<file path="src/rtl/mc_pc_seq_pkg.sv">
package mc_pc_seq_pkg;
  typedef enum logic [2:0] {
    ACT_HOLD,
    ACT_FAULT,
    ACT_STAY,
    ACT_UOP,
    ACT_NEXT
  } seq_act_e;
endpackage

</file>
<file path="src/rtl/mc_pc_chain.sv">
module mc_pc_chain
  import mc_pc_seq_pkg::*;
#(
  parameter int AW   = 32,
  parameter int STEP = 4
) (
  input  logic          clk,
  input  logic          rst,
  input  seq_act_e      act,
  input  logic          br_taken,
  input  logic [AW-1:0] br_target,
  input  logic [AW-1:0] fault_vec,
  output logic [AW-1:0] pc,
  output logic [AW-1:0] npc,
  output logic [AW-1:0] nnpc
);
  localparam logic [AW-1:0] STEP_V  = AW'(STEP);
  localparam logic [AW-1:0] STEP2_V = AW'(2 * STEP);

  always_ff @(posedge clk) begin
    if (rst) begin
      pc   <= '0;
      npc  <= STEP_V;
      nnpc <= STEP2_V;
    end else begin
      case (act)
        ACT_FAULT: begin
          pc   <= fault_vec;
          npc  <= fault_vec + STEP_V;
          nnpc <= fault_vec + STEP2_V;
        end
        ACT_NEXT: begin
          pc <= npc;
          if (br_taken) begin
            npc  <= br_target;
            nnpc <= br_target + STEP_V;
          end else begin
            npc  <= nnpc;
            nnpc <= nnpc + STEP_V;
          end
        end
        default: ;
      endcase
    end
  end
endmodule

</file>
<file path="src/rtl/mc_upc_unit.sv">
module mc_upc_unit
  import mc_pc_seq_pkg::*;
#(
  parameter int UW = 8
) (
  input  logic          clk,
  input  logic          rst,
  input  seq_act_e      act,
  output logic [UW-1:0] upc,
  output logic          in_macro
);
  logic [UW-1:0] nupc;

  always_ff @(posedge clk) begin
    if (rst) begin
      upc      <= '0;
      nupc     <= UW'(1);
      in_macro <= 1'b0;
    end else begin
      case (act)
        ACT_FAULT, ACT_NEXT: begin
          upc      <= '0;
          nupc     <= UW'(1);
          in_macro <= 1'b0;
        end
        ACT_UOP: begin
          upc      <= nupc;
          nupc     <= nupc + UW'(1);
          in_macro <= 1'b1;
        end
        default: ;
      endcase
    end
  end
endmodule

</file>
<file path="src/rtl/mc_fetch_off.sv">
module mc_fetch_off
  import mc_pc_seq_pkg::*;
#(
  parameter int AW   = 32,
  parameter int STEP = 4
) (
  input  logic          clk,
  input  logic          rst,
  input  seq_act_e      act,
  output logic [AW-1:0] off,
  output logic          stay
);
  always_ff @(posedge clk) begin
    if (rst) begin
      off  <= '0;
      stay <= 1'b0;
    end else if (act == ACT_STAY) begin
      off  <= off + AW'(STEP);
      stay <= 1'b1;
    end else if (act != ACT_HOLD) begin
      off  <= '0;
      stay <= 1'b0;
    end
  end
endmodule

</file>
<file path="src/rtl/mc_pc_sequencer.sv">
module mc_pc_sequencer
  import mc_pc_seq_pkg::*;
#(
  parameter int AW       = 32,
  parameter int UW       = 8,
  parameter int IW_BYTES = 4
) (
  input  logic          clk,
  input  logic          rst,
  input  logic          adv_i,
  input  logic          fault_i,
  input  logic [AW-1:0] fault_vec_i,
  input  logic          pd_ready_i,
  input  logic          macro_i,
  input  logic          last_uop_i,
  input  logic          br_taken_i,
  input  logic [AW-1:0] br_target_i,
  output logic [AW-1:0] fetch_addr_o,
  output logic [AW-1:0] pc_o,
  output logic [UW-1:0] upc_o,
  output logic          stay_o
);
  localparam int            ALIGN_BITS = $clog2(IW_BYTES);
  localparam logic [AW-1:0] ALIGN_MASK = AW'(IW_BYTES - 1);

  seq_act_e      act;
  logic          in_macro;
  logic [AW-1:0] npc, nnpc, off;

  // Fault first, then an open macro-op, then predecoder readiness.
  always_comb begin
    if (!adv_i)                     act = ACT_HOLD;
    else if (fault_i)               act = ACT_FAULT;
    else if (in_macro)              act = last_uop_i ? ACT_NEXT : ACT_UOP;
    else if (!pd_ready_i)           act = ACT_STAY;
    else if (macro_i && !last_uop_i) act = ACT_UOP;
    else                            act = ACT_NEXT;
  end

  mc_pc_chain #(.AW(AW), .STEP(IW_BYTES)) u_chain (
    .clk(clk), .rst(rst), .act(act),
    .br_taken(br_taken_i), .br_target(br_target_i), .fault_vec(fault_vec_i),
    .pc(pc_o), .npc(npc), .nnpc(nnpc)
  );

  mc_upc_unit #(.UW(UW)) u_upc (
    .clk(clk), .rst(rst), .act(act), .upc(upc_o), .in_macro(in_macro)
  );

  mc_fetch_off #(.AW(AW), .STEP(IW_BYTES)) u_off (
    .clk(clk), .rst(rst), .act(act), .off(off), .stay(stay_o)
  );

  generate
    if (ALIGN_BITS > 0) begin : g_mask
      assign fetch_addr_o = (pc_o & ~ALIGN_MASK) + off;
    end else begin : g_nomask
      assign fetch_addr_o = pc_o + off;
    end
  endgenerate
endmodule

</file>
<file path="config.mk">
export PLATFORM = sky130hd
export DESIGN_NAME = mc_pc_sequencer
export DESIGN_NICKNAME = d
export VERILOG_FILES = /design/src/rtl/mc_pc_seq_pkg.sv /design/src/rtl/mc_pc_chain.sv /design/src/rtl/mc_upc_unit.sv /design/src/rtl/mc_fetch_off.sv /design/src/rtl/mc_pc_sequencer.sv
export SDC_FILE = /design/constraint.sdc
export NUM_CORES = 1
export LEC_CHECK = 0
export ABC_AREA = 1
export BUFFER_PORTS_ARGS = -buffer_cell sky130_fd_sc_hd__buf_2
export CAP_MARGIN = 20
export CORE_ASPECT_RATIO = 1.2
export CORE_MARGIN = 3
export CORE_UTILIZATION = 60
export CTS_CLUSTER_DIAMETER = 150
export DETAILED_ROUTE_END_ITERATION = 10
export HOLD_SLACK_MARGIN = 0.03
export PLACE_DENSITY = 0.83
export REMOVE_ABC_BUFFERS = 1
export SYNTH_ARGS = -nofsm -noshare
export SYNTH_HDL_FRONTEND = slang
export SYNTH_SLANG_ARGS = --single-unit
</file>
<file path="constraint.sdc">
create_clock -name clk -period 5.55 [get_ports clk]
set_input_delay 0.555 -clock clk [delete_from_list [all_inputs] [get_ports clk]]
set_output_delay 0.555 -clock clk [all_outputs]
set_load 0.01 [all_outputs]
</file>
==> flow_metrics.py <==
metrics = {
    "outcome": {
        "status": "finished, final reports clean",
    },
    "clocking": {
        "post_cts_buffers": 0,
        "clockBufferDepth": 2,
        "clock-root-buffer": "clkbuf_16",
        "cts_resized": 0,
        "ctsHoldBuffers": 0,
        "clk_latency_ns": 0.43,
        "h-tree-depth": 4,
        "cts_made_buffers": 17,
        "cts_tree": "built",
        "clock_sinks": 144,
        "clk_pin_slew_ns": 0.06,
    },
    "sta": {
        "hold_violations": 0,
        "min_period_ns": 3.46,
        "slew_headroom_pct": 34.7,
        "worstMarginPinSlew_ns": 0.974,
        "fmax_mhz": 289,
        "skew_ns": 0.00874,
        "setup_violations": 0,
        "fin_crit_sh_pct": 62.4,
        "final.setup.worst_slack_ns": 2.09,
        "final.setup.tns_ns": 0,
        "whs_ns": 0.413,
        "slew_viol_final": 0,
        "rsz0062_at_grt": "no",
    },
    "floorplanning": {
        "io_pins": 145,
        "fp.dieW_um": 128,
        "dieArea_um2": 19500,
        "core.rowCount": 52,
        "design.core.area_um2": 17200,
        "initial_core_util_pct": 62.4,
        "dieHeight_um": 152,
    },
    "cells_and_area": {
        "final_nets": 1955,
        "final_cells": 2077,
        "post-route-cell-area_um2": 12000,
        "drive_above_1_share_pct": 12.9,
        "utilization_pct": 69.8,
        "areaGrowthSynthToFinish_pct": 11.7,
        "n_antenna_cell": 0,
    },
    "placed_design": {
        "gp_congestion": 1.02,
        "placed_area_um2": 11400,
        "portBuffers": 142,
        "hpwlAfterDp_mm": 26.0,
        "dp_cells": 2045,
        "pre_cts_slack_ns": 2.42,
    },
    "min_path": {
        "worstHoldPathCells": 3,
        "holdCritPathClass": "input port to flip-flop",
        "min_to": "u_chain.nnpc[1]",
        "hp-start": "br_target_i[1]",
    },
    "route": {
        "drc": 0,
        "wl_per_cell_um": 16.8,
        "drtPass1Iterations": 7,
        "postRouteAntennaNets": 0,
        "avgViaCountPerCell": 5.83,
        "drt_iter0_markers": 1306,
        "wl_mm": 34.9,
        "vias": 12100,
    },
    "critical_path": {
        "critical_path.cell_chain": "ha_1 > inv_1 > fa_1 > o21ai_0 > a21o_1 > nand3_1 > nand3_1 > nor2_1 > nor2_1 > buf_2",
        "required_ns": 4.99,
        "crit_slowest_cell": "o21ai_0",
        "critPathMaxFanout": 4,
        "r2r-end": "u_chain.npc[2]",
        "ff2ff_setup_slack_ns": 2.81,
        "cp-start-kind": "flip-flop",
        "reg2reg_depth": 8,
        "critPathCaptureType": "output pin",
        "cpPeakStageDelay_ns": 0.45,
        "reg2reg_from": "u_upc.in_macro",
        "critPathArrivalTime_ns": 2.91,
        "crit_type": "flip-flop to output pin",
    },
    "synthesis": {
        "async_reset_ff_share_pct": 0,
        "synth_edf_count": 0,
        "synth_seq_cells": 144,
        "seq_area_frac_synth_pct": 26.9,
        "ys_warn_count": 0,
        "syn-cell-area_um2": 10700,
        "synth_cell_type_count": 54,
        "synthFlopType": "dfxtp_1",
        "syn_inst": 1747,
        "syn_area_per_cell_um2": 6.14,
    },
    "global_routing": {
        "antenna_found_initial": 0,
        "met3_usage_pct": 4.38,
        "grt.overflow.total": 0,
        "grt_pass1_vias": 11300,
        "grtUsageTotal_pct": 35.2,
        "grt_pass1_wl_mm": 56.0,
        "grt_util_met2_pct": 59.2,
        "top_usage_layer": "met2",
        "grt_max_degree": 95,
        "grtUsageMet1_pct": 43.9,
    },
    "job": {
        "maxCapViolCount": 0,
    },
    "power": {
        "power.leakage_nw": 5.41,
        "total_power_mw": 2.75,
        "powerDensity_nw_per_um2": 229,
        "ir_drop_v": 0.000199,
    },
}
==> state kept, by name, summed over array words and instances, names as in the netlist <==
signal and flops:
u_chain.pc 32, u_upc.upc 8, u_chain.npc 32, u_off.off 30
u_off.stay 1, u_upc.in_macro 1, u_chain.nnpc 32, u_upc.nupc 8
==> synth_stat cells, types with 2 or more instances <==
cell | n | area [um2]
xor2_1 | 34 | 298
nor2_4 | 8 | 90.1
nand2_1 | 473 | 1780
nand3b_1 | 6 | 45.0
a221oi_1 | 7 | 61.3
o21ai_0 | 119 | 596
nand4_1 | 26 | 163
buf_4 | 4 | 30.0
inv_1 | 163 | 612
o221ai_1 | 20 | 175
o22ai_1 | 4 | 25.0
inv_2 | 8 | 30.0
buf_1 | 5 | 18.8
buf_6 | 3 | 33.8
nor2_2 | 10 | 62.6
nand3_1 | 106 | 531
a31oi_1 | 36 | 225
a21o_1 | 6 | 45.0
a21boi_0 | 2 | 15.0
clkinv_1 | 3 | 11.3
buf_2 | 29 | 145
o21ai_1 | 13 | 65.1
dfxtp_1 | 144 | 2880
a211oi_1 | 7 | 52.6
nand2_2 | 14 | 87.6
o21a_1 | 3 | 22.5
nand3_2 | 3 | 30.0
o211ai_1 | 5 | 37.5
ha_1 | 34 | 425
o21bai_1 | 13 | 97.6
nor3_1 | 24 | 120
nor2_1 | 235 | 882
a21oi_1 | 114 | 571
xnor2_1 | 11 | 96.3
or2_2 | 12 | 75.1
clkbuf_1 | 24 | 90.1
a311oi_1 | 2 | 17.5
==> per-layer routing <==
layer / vias to the layer above / share of wire, % / wire length (um)
li1: 5969 / - / -
met1: 5418 / 40 / 13900
met2: 614 / 48 / 16800
met3: 108 / 7.0 / 2430
met4: 0 / 5.0 / 1740
met5: - / 0 / 0
==> power breakdown <==
part | internal, mW | total [mW] | switching [mW]
registers | 1.09 | 1.13 | 0.0429
clock network | 0.644 | 1.15 | 0.507
logic | 0.155 | 0.465 | 0.310
total | 1.89 | 2.75 | 0.860
==> critical path, delay by kind of cell, from the launching register on <==
| kind | cells | cell delay (ns) |
|---|---|---|
| adders and majority gates | 2 | 0.63 |
| buffers and inverters | 2 | 0.22 |
| DFF | 1 | 0.39 |
| AOI/OAI and AO/OA | 2 | 0.73 |
| and+or+nand+nor | 4 | 0.53 |
==> cell type report <==
class                           count  area (um2)
Sequential cell                   144        2880
Fill cell                        1596        5190
Inverter                          174         653
Clock inverter                     14         143
Clock buffer                       18         439
Tap cell                          216         270
Multi-Input combinational cell   1363        6840
Timing Repair Buffer              148         756
==> cell usage in the layout, fill, tap and decap left out, types with 14 or more instances in the layout <==
cell / count
o21ai_0: 119
buf_2: 142
a21oi_1: 114
nor2_1: 235
o221ai_1: 20
nand2_1: 473
nand2_2: 14
ha_1: 34
a31oi_1: 36
inv_1: 163
nand3_1: 106
dfxtp_1: 144
nand4_1: 26
clkbuf_16: 17
xor2_1: 34
nor3_1: 24
==> worst max-delay path by stage <==
stage	start	endpoint	slack (ns)	cells past startpoint
after detailed placement	adv_i	u_chain.nnpc[28]	2.42	11
final	u_off.off[2]	fetch_addr_o[26]	2.09	10
after floorplan	pd_ready_i	u_chain.npc[2]	1.82	7
after global routing	u_off.off[2]	fetch_addr_o[26]	1.94	10
after CTS	u_off.off[2]	fetch_addr_o[26]	2.10	10
after global placement	adv_i	u_chain.nnpc[28]	2.47	11
==> logic make-up after synthesis <==
logic type,count (synthesis),share of synthesized area (%)
and+or+nand+nor,924,36.7
AOI/OAI and AO/OA,357,19.2
buffers and inverters,241,9.38
DFF,144,26.9
xor gates and xnor gates,45,3.67
adders and majority gates,35,4.15
other,1,0.0350
No activity file was read; power rests on OpenSTA's default activity.
